--- src/rtl/lpr_pkg.sv ---
package lpr_pkg;
  typedef logic [31:0] word_t;

  localparam int MASK_BIT = 16;
  localparam int MODE_LO  = 8;
  localparam int MODE_W   = 3;
  localparam int EN_BIT   = 8;

  localparam word_t ENT_RST = 32'h0001_0000;
  localparam word_t CTL_RST = 32'h0000_0000;

  typedef enum logic [MODE_W-1:0] {
    DM_FIXED = 3'b000,
    DM_SMI   = 3'b010,
    DM_NMI   = 3'b100,
    DM_INIT  = 3'b101,
    DM_EXT   = 3'b111
  } dmode_e;
endpackage

--- src/rtl/lpr_regfile.sv ---
module lpr_regfile
  import lpr_pkg::*;
#(
  parameter int NPINS  = 2,
  parameter int ADDR_W = 3
) (
  input  logic              clk,
  input  logic              rst,
  input  logic              reg_wr,
  input  logic              reg_rd,
  input  logic [ADDR_W-1:0] reg_addr,
  input  word_t             reg_wdata,
  output word_t             reg_rdata,
  output logic              en_o,
  output logic              mask_o [NPINS],
  output logic [MODE_W-1:0] mode_o [NPINS],
  output logic              err_param
);
  localparam int NREG = NPINS + 1;
  localparam logic [ADDR_W-1:0] LAST = ADDR_W'(NREG - 1);

  word_t ctl_q;
  word_t ent_q [NPINS];
  word_t rd_sel;
  logic  bad_addr;

  assign bad_addr = reg_addr > LAST;

  always_ff @(posedge clk) begin
    if (rst)                          ctl_q <= CTL_RST;
    else if (reg_wr && reg_addr == '0) ctl_q <= reg_wdata;
  end

  for (genvar i = 0; i < NPINS; i++) begin : g_ent
    always_ff @(posedge clk) begin
      if (rst)                                       ent_q[i] <= ENT_RST;
      else if (reg_wr && reg_addr == ADDR_W'(i + 1)) ent_q[i] <= reg_wdata;
    end
    assign mask_o[i] = ent_q[i][MASK_BIT];
    assign mode_o[i] = ent_q[i][MODE_LO +: MODE_W];

    a_r3_ent_untouched: assert property (@(posedge clk) disable iff (rst)
      (reg_wr && reg_addr != ADDR_W'(i + 1)) |=> $stable(ent_q[i]));
  end

  assign en_o = ctl_q[EN_BIT];

  always_comb begin
    rd_sel = '0;
    if (reg_addr == '0) rd_sel = ctl_q;
    for (int i = 0; i < NPINS; i++)
      if (reg_addr == ADDR_W'(i + 1)) rd_sel = ent_q[i];
  end

  always_ff @(posedge clk) begin
    if (rst) begin
      reg_rdata <= '0;
      err_param <= 1'b0;
    end else begin
      if (reg_rd) reg_rdata <= rd_sel;
      if ((reg_wr || reg_rd) && bad_addr) err_param <= 1'b1;
    end
  end

  a_r3_bad_addr_flag: assert property (@(posedge clk) disable iff (rst)
    ((reg_wr || reg_rd) && bad_addr) |=> err_param);
  a_r3_bad_wr_ctl: assert property (@(posedge clk) disable iff (rst)
    (reg_wr && bad_addr) |=> $stable(ctl_q));
  a_r9_param_sticky: assert property (@(posedge clk) disable iff (rst)
    err_param |=> err_param);
endmodule

--- src/rtl/lpr_pin_decode.sv ---
module lpr_pin_decode
  import lpr_pkg::*;
#(
  parameter int PIN_IDX  = 0,
  parameter int EXT_PIN  = 0,
  parameter int NMI_PIN  = 1
) (
  input  logic              clk,
  input  logic              rst,
  input  logic              en,
  input  logic              pin,
  input  logic              mask,
  input  logic [MODE_W-1:0] mode,
  output logic              hit_ext,
  output logic              hit_nmi,
  output logic              hit_smi,
  output logic              hit_bad,
  output logic              hit_warn
);
  localparam bit EXT_OK = (PIN_IDX == EXT_PIN);
  localparam bit NMI_OK = (PIN_IDX == NMI_PIN);

  logic pin_q;
  logic fire;

  always_ff @(posedge clk) begin
    if (rst) pin_q <= 1'b0;
    else     pin_q <= pin;
  end

  assign fire = en && pin && !pin_q && !mask;

  always_comb begin
    hit_ext = 1'b0;
    hit_nmi = 1'b0;
    hit_smi = 1'b0;
    hit_bad = 1'b0;
    if (fire) begin
      case (dmode_e'(mode))
        DM_EXT:  hit_ext = 1'b1;
        DM_NMI:  hit_nmi = 1'b1;
        DM_SMI:  hit_smi = 1'b1;
        default: hit_bad = 1'b1;
      endcase
    end
    hit_warn = (hit_ext && !EXT_OK) || (hit_nmi && !NMI_OK);
  end

  a_r5_masked_quiet: assert property (@(posedge clk) disable iff (rst)
    mask |-> !(hit_ext || hit_nmi || hit_smi || hit_bad));
  a_r6_no_level_refire: assert property (@(posedge clk) disable iff (rst)
    (pin && $past(pin)) |-> !(hit_ext || hit_nmi || hit_smi || hit_bad));
endmodule

--- src/rtl/lpr_req_ctl.sv ---
module lpr_req_ctl (
  input  logic clk,
  input  logic rst,
  input  logic en,
  input  logic pin0,
  input  logic set_ext,
  input  logic set_nmi,
  input  logic set_smi,
  input  logic set_bad,
  input  logic set_warn,
  input  logic ack_ext,
  input  logic ack_nmi,
  input  logic ack_smi,
  output logic req_ext,
  output logic req_nmi,
  output logic req_smi,
  output logic err_mode,
  output logic warn_wiring
);
  always_ff @(posedge clk) begin
    if (rst) begin
      req_ext     <= 1'b0;
      req_nmi     <= 1'b0;
      req_smi     <= 1'b0;
      err_mode    <= 1'b0;
      warn_wiring <= 1'b0;
    end else begin
      if (!en)          req_ext <= pin0;
      else if (set_ext) req_ext <= 1'b1;
      else if (ack_ext) req_ext <= 1'b0;

      if (set_nmi)      req_nmi <= 1'b1;
      else if (ack_nmi) req_nmi <= 1'b0;

      if (set_smi)      req_smi <= 1'b1;
      else if (ack_smi) req_smi <= 1'b0;

      if (set_bad)  err_mode    <= 1'b1;
      if (set_warn) warn_wiring <= 1'b1;
    end
  end

  a_r2_bypass_follow: assert property (@(posedge clk) disable iff (rst)
    !en |=> (req_ext == $past(pin0)));
  a_r6_nmi_hold: assert property (@(posedge clk) disable iff (rst)
    (req_nmi && !ack_nmi) |=> req_nmi);
  a_r6_nmi_ack: assert property (@(posedge clk) disable iff (rst)
    (ack_nmi && !set_nmi) |=> !req_nmi);
  a_r6_smi_hold: assert property (@(posedge clk) disable iff (rst)
    (req_smi && !ack_smi) |=> req_smi);
  a_r7_bad_flag: assert property (@(posedge clk) disable iff (rst)
    set_bad |=> err_mode);
  a_r9_mode_sticky: assert property (@(posedge clk) disable iff (rst)
    err_mode |=> err_mode);
  a_r9_warn_sticky: assert property (@(posedge clk) disable iff (rst)
    warn_wiring |=> warn_wiring);
endmodule

--- src/rtl/lpr_router.sv ---
module lpr_router
  import lpr_pkg::*;
#(
  parameter int NPINS  = 2,
  parameter int ADDR_W = 3
) (
  input  logic              clk,
  input  logic              rst,
  input  logic              reg_wr,
  input  logic              reg_rd,
  input  logic [ADDR_W-1:0] reg_addr,
  input  logic [31:0]       reg_wdata,
  output logic [31:0]       reg_rdata,
  input  logic [NPINS-1:0]  pin_lvl,
  input  logic              ack_ext,
  input  logic              ack_nmi,
  input  logic              ack_smi,
  output logic              req_ext,
  output logic              req_nmi,
  output logic              req_smi,
  output logic              err_mode,
  output logic              warn_wiring,
  output logic              err_param
);
  logic              en;
  logic              mask [NPINS];
  logic [MODE_W-1:0] mode [NPINS];
  logic [NPINS-1:0]  h_ext, h_nmi, h_smi, h_bad, h_warn;

  lpr_regfile #(.NPINS(NPINS), .ADDR_W(ADDR_W)) u_regs (
    .clk       (clk),
    .rst       (rst),
    .reg_wr    (reg_wr),
    .reg_rd    (reg_rd),
    .reg_addr  (reg_addr),
    .reg_wdata (reg_wdata),
    .reg_rdata (reg_rdata),
    .en_o      (en),
    .mask_o    (mask),
    .mode_o    (mode),
    .err_param (err_param)
  );

  for (genvar i = 0; i < NPINS; i++) begin : g_pin
    lpr_pin_decode #(.PIN_IDX(i), .EXT_PIN(0), .NMI_PIN(1)) u_dec (
      .clk      (clk),
      .rst      (rst),
      .en       (en),
      .pin      (pin_lvl[i]),
      .mask     (mask[i]),
      .mode     (mode[i]),
      .hit_ext  (h_ext[i]),
      .hit_nmi  (h_nmi[i]),
      .hit_smi  (h_smi[i]),
      .hit_bad  (h_bad[i]),
      .hit_warn (h_warn[i])
    );
  end

  lpr_req_ctl u_req (
    .clk         (clk),
    .rst         (rst),
    .en          (en),
    .pin0        (pin_lvl[0]),
    .set_ext     (|h_ext),
    .set_nmi     (|h_nmi),
    .set_smi     (|h_smi),
    .set_bad     (|h_bad),
    .set_warn    (|h_warn),
    .ack_ext     (ack_ext),
    .ack_nmi     (ack_nmi),
    .ack_smi     (ack_smi),
    .req_ext     (req_ext),
    .req_nmi     (req_nmi),
    .req_smi     (req_smi),
    .err_mode    (err_mode),
    .warn_wiring (warn_wiring)
  );

  a_r4_enabled_needs_edge: assert property (@(posedge clk) disable iff (rst)
    (en && !req_nmi && $past(en) && pin_lvl == $past(pin_lvl) && !$rose(req_nmi)) |=> (req_nmi == 1'b0 || $past(pin_lvl) != 0));
endmodule

--- config.mk ---
export PLATFORM = sky130hd
export DESIGN_NAME = lpr_router
export DESIGN_NICKNAME = d
export VERILOG_FILES = /design/src/rtl/lpr_pkg.sv /design/src/rtl/lpr_regfile.sv /design/src/rtl/lpr_pin_decode.sv /design/src/rtl/lpr_req_ctl.sv /design/src/rtl/lpr_router.sv
export SDC_FILE = /design/constraint.sdc
export NUM_CORES = 1
export LEC_CHECK = 0
export BUFFER_PORTS_ARGS = -buffer_cell sky130_fd_sc_hd__buf_2
export CAP_MARGIN = 10
export CORE_MARGIN = 3
export CORE_UTILIZATION = 55
export DETAILED_ROUTE_END_ITERATION = 10
export GPL_TIMING_DRIVEN = 0
export PLACE_DENSITY = 0.78
export SLEW_MARGIN = 25
export SYNTH_ARGS = -nofsm -noshare
export SYNTH_HDL_FRONTEND = slang
export SYNTH_SLANG_ARGS = --single-unit
--- constraint.sdc ---
create_clock -name clk -period 4.1 [get_ports clk]
set_input_delay 0 -clock clk [delete_from_list [all_inputs] [get_ports clk]]
set_output_delay 0 -clock clk [all_outputs]
set_load 0.02 [all_outputs]
== Yosys cells after proc, flatten, opt, wreduce, memory -nomap -nowiden ==
Memory sizes are Yosys's and may differ from the RTL's.
Cells that the tools add are included.
Word-level totals
  input bits: 44
  bits in registers: 72
  RAM bits: 64
  memories: 1
Memory list
  u_regs.ent_q: words 2, width 32, read ports 2, clocked after memory_dff 0, write ports 2, line lpr_regfile.sv:23  | word_t ent_q [NPINS];
Operators by class
  reductions and logical operators: 25
  magnitude comparators: 1
  bitwise gates (word level): 2
  eq/ne operators: 9
  mux-type cells: 36
Operator list (number)
  $mux W32: 5
  $mux W1: 31
  $eq A3 B3 Y1 const B: 4
  $logic_and A1 B1 Y1: 10
  $reduce_or A2 Y1: 5
  $eq A3 B2 Y1 const B: 3
  $reduce_or A3 Y1: 2
  $logic_not A1 Y1: 4
  $reduce_bool A2 Y1: 2
  $eq A3 B1 Y1 const B: 1
  $gt A3 B2 Y1 const B: 1
  $logic_not A3 Y1: 1
  $ne A3 B2 Y1 const B: 1
  $or A1 B1 Y1: 2
  $logic_or A1 B1 Y1: 1

== Logic depth before layout (Yosys ltp) ==
  depth after elaboration: 7
  gate-level depth with buffers: 5
  gate-level depth less buffers: 3

== By module ==
Synthesis repeated with hierarchy kept, for this count alone.
Unflattened totals
  cells, all modules: 524
  area total of the unflattened synthesis: 5761.8 sq um
By module, submodules not included
  lpr_regfile: cells each 476, instances 1, area an instance 5337.6 sq um
  lpr_pin_decode: cells each 12, instances 2, area an instance 112.6 sq um
  lpr_req_ctl: cells each 19, instances 1, area an instance 167.7 sq um
  lpr_router: cells each 5, instances 1, area an instance 31.3 sq um

== Worst setup path before layout ==
No wires, ideal clock.
  kind: input -> register
  start: input reg_addr[1]
  end: memory u_regs.ent_q[0][0] (netlist name) (enable)
  path slack: 2456 ps
  setup time: 388 ps
  path buffers: 1
  stages on the path: 3
  arrival time: 1257 ps
  cell sequence: nor3b_2 > buf_2 > a21o_1
RTL lines
  start: declaration: line lpr_router.sv:11  | input logic [ADDR_W-1:0] reg_addr,
  end: declaration: line lpr_regfile.sv:23

==> impl_summary.txt <==
----------------------------------------------------
[Routing]
  Initial drt markers ... ~400
  Remaining DRCs ... 0
  Number of nets still failing antenna checks after routing ... 0
  Routed wirelength normalized by instance count ... between 15 and 20 um
  Count of vias placed by the detailed router ... about 4.3k
  Detailed Route WL ... approximately 13000 um
  Number of detailed-route iterations in the first pass ... 6
  Vias per inst ... approximately 5.7

[Synth]
  Top-area cell type share of the netlist area ... 36.1%
  Dominant synthesized flop cell ... dfxtp_1
  Async set-reset flop share out of synthesis ... 0%
  Sequential share of the synthesized area ... 63.2%
  Count of different cell masters after synthesis ... 33
  Avg Cell Area, Syn ... 11.3 um^2
  Gate Count Post-Synth ... roughly 470
  Cell types with the largest area share after synthesis ... edfxtp_1 36%, dfxtp_1 27%, and2_1 7.3%
  Number of nets produced by synthesis ... 515
  Post-synth top area cell ... edfxtp_1
  Post-synth EDFFs ... between 60 and 70
  Post-synthesis register bit count ... 136
  Syn. warnings ... 0
  Most frequent cell after synthesis ... dfxtp_1
  Cell Area, Synth ... approximately 5300 um^2
  Leading cell types by count after synthesis ... 72 x dfxtp_1, 64 x edfxtp_1, 64 x nand2_1

[Setup path]
  Number of cells on the worst reg-to-reg path ... 3
  Worst-path fanout max ... 17
  Minimum setup slack among reg-to-reg paths ... about 2500 ps
  Type of destination of the critical path ... register
  Startpoint of the worst register-to-register path ... u_regs.ent_q[1][16]
  Kind of start point of the critical path ... input port
  Buffers & Inverters on Critical Path ... 4
  Crit path cell chain ... dlygate4sd3_1 -> buf_2 -> nor3b_2 -> buf_2 -> a21o_2 -> buf_16
  Master of the slowest instance on the critical path ... dlygate4sd3_1
  Critical path type ... input port to register
  Cell type group with the largest total delay on the critical path ... buffers and inverters
  Critical path arrival ... around 2200 ps
  Required time at the endpoint of the critical path ... 4320 ps
  CP dominant cell by count ... buf_2
  Worst R2R End ... u_req.req_ext
  Longest individual stage delay on the worst path ... ~550 ps

[Clock network]
  Clock tree root buffer cell ... clkbuf_8
  Clock tree from TritonCTS ... built
  CTS H-tree lvls ... 4
  Worst-Skew Late Latency ... slightly above 500 ps
  Count of cells resized by post-cts repair ... 0
  Post-CTS setup repair buffer count ... 0
  Clock sink total ... roughly 140
  Number of buffers created by CTS ... 17
  Max Root-Sink Buffers ... 2
  Clock slew at reported path FFs ... 60 ps

[STA]
  Post-route clock skew ... 7.18 ps
  Setup repair after global routing missed its margin ... no
  Worst hold margin ... 38.8 ps
  Ratio of final minimum period to clock period ... 47.6%
  Fmax ... between 500 and 600 MHz
  Number of hold violations in the final report ... 0
  Post-layout min period ... 1950 ps
  Summed negative setup slack over all endpoints ... 0 ps
  Slew margin rel. ... a little over two fifths
  Max Slew Vio Count ... 0
  Actual slew at the worst max-slew pin ... approximately 860 ps
  Finish-stage setup viols ... 0

[Floorplanning]
  # IOs ... 82
  Core ar. ... around 9300 um^2
  Overall die area ... around 11000 um^2
  Horiz. Die Dim ... between 100 and 150 um
  Die height ... 104 um
  Site row count ... 35
  Initial Util ... between 50% and 60%

[Cells and area]
  Total Nets Final ... between 600 and 700
  Total area of multi-input combinational cells ... approximately 1800 um^2
  Post-Layout Cell Count ... 756
  Fillers ... 647
  Synthesis-to-layout area growth ... 29.2%
  Reg area ... about 3400 um^2
  Antenna cells ... 0
  Share of layout cells above drive strength 1 ... about a fifth
  Summed area of non-filler cells in the final layout ... between 6000 and 7000 um^2

[Global routing]
  Global-route wire length before repair ... 21300 um
  GRT Util Overall ... 24.8%
  Global route overflow ... 0
  Vias in the first global route ... 4353
  Antenna violations before repair ... 0
  Maximum number of pins on one net before global-route repair ... 33

[Power]
  Total leakage power ... approximately 0.0026 uW
  Total power density per cell area ... between 400 and 500 nW/um^2
  Max VDD drop ... slightly below 300 uV

[Placed design]
  Detailed-placement wirelength estimate ... around 8300 um
  Placement Cell Area ... 5910 um^2
  Placer Congestion ... 0.888
  Cell Count Post-Placement ... 681
  Count of input and output buffers ... 80

[Worst hold path]
  Path category of the worst min-delay check ... input port to register
  Cells on Worst Hold Path ... 3
  HP Start ... rst
  Hold Path End ... g_pin[0].u_dec.pin_q

[Status]
  Status ... completed

[Flow run]
  # Max-Cap Violations ... 0

----------------------------------------------------
==> what timing repair did <==
| action | CTS | global route |
|---|---|---|
| setup endpoints to repair | 0 | 0 |
| endpoints found under the hold margin | 115 | 0 |
| hold buffers | 43 | 0 |
==> final cells by class <==
type / instances / share of cell area (%)
plain buffers: 37 / 2.29
clock inverters: 10 / 1.15
well taps: 129 / 2.35
repair buffers: 124 / 12.5
clock buffers: 22 / 6.59
flip-flops and latches: 136 / 48.9
inverters: 5 / 0.273
multi-input cells: 293 / 26.0
==> worst min-delay path, stage by stage <==
cell,delay (ps)
buf_2,130
clkbuf_1,230
nor2b_1,150
==> through the flow <==
stage	worst slack [ps]	total power, uW	util (%)
3_5_place_dp	2210	1770	63.4
5_1_grt	2080	3240	73.7
4_1_cts	2180	3140	73.7
2_1_floorplan	2460	1670	-
3_3_place_gp	1660	1760	63.1
6_report	2150	3140	73.7
==> placed cells by master, fill, tap and decap left out, types with 2 or more instances in the layout <==
| cell type | n |
|---|---|
| a211oi_1 | 32 |
| a21o_2 | 2 |
| a21oi_1 | 33 |
| a222oi_1 | 32 |
| a31oi_1 | 4 |
| and2_1 | 62 |
| and3b_1 | 2 |
| buf_2 | 95 |
| clkbuf_1 | 25 |
| clkbuf_16 | 16 |
| clkbuf_8 | 3 |
| clkinv_2 | 7 |
| dfxtp_1 | 72 |
| dlygate4sd3_1 | 43 |
| edfxtp_1 | 64 |
| inv_1 | 5 |
| nand2_1 | 64 |
| nand2b_1 | 5 |
| nand4_1 | 3 |
| nand4bb_1 | 2 |
| nor2_1 | 32 |
| nor2b_1 | 2 |
| nor4bb_1 | 2 |
| o211ai_1 | 2 |
==> logic make-up (layout without fill, tap and decap cells) <==
logic type	after synthesis	in the layout	share of synthesized area, %
buffers and inverters	42	198	3.32
xor gates and xnor gates	2	2	0.329
and+or+nand+nor	182	182	17.9
AOI/OAI and AO/OA	109	109	15.2
DFF	136	136	63.2
==> metal layers <==
layer | vias up | wire length, um | track usage [%]
li1 | 2016 | - | -
met1 | 2018 | 5180 | 30.2
met2 | 202 | 6660 | 41.9
met3 | 41 | 1100 | 5.96
met4 | 0 | 395 | 11.1
met5 | - | 0 | 0
==> where the power goes <==
part | internal [uW] | total, uW | switching, uW
combinational | 105 | 251 | 146
sequential | 1490 | 1530 | 33.1
clock | 828 | 1370 | 540
==> worst max path at each step <==
stage / end / slack, ps / cells past startpoint / start
after floorplan: u_regs.ent_q[0][0] / 2460 / 3 / reg_addr[1]
after global placement: u_regs.ent_q[0][27] / 1660 / 4 / reg_addr[0]
after detailed placement: u_regs.ent_q[1][4] / 2210 / 4 / reg_addr[1]
after CTS: u_regs.ent_q[1][7] / 2180 / 5 / reg_addr[2]
after global routing: u_regs.ent_q[1][7] / 2080 / 5 / reg_addr[2]
final: u_regs.ent_q[0][24] / 2150 / 6 / reg_addr[2]
==> registers in the layout, summed over array words and instances (netlist names) <==
register / flops
u_regs.reg_rdata: 32
u_req.warn_wiring: 1
u_regs.err_param: 1
u_req.req_smi: 1
u_regs.ent_q: 64
u_req.err_mode: 1
u_req.req_ext: 1
g_pin.u_dec.pin_q: 2
u_regs.ctl_q: 32
u_req.req_nmi: 1
(Power assumes the default switching activity.)
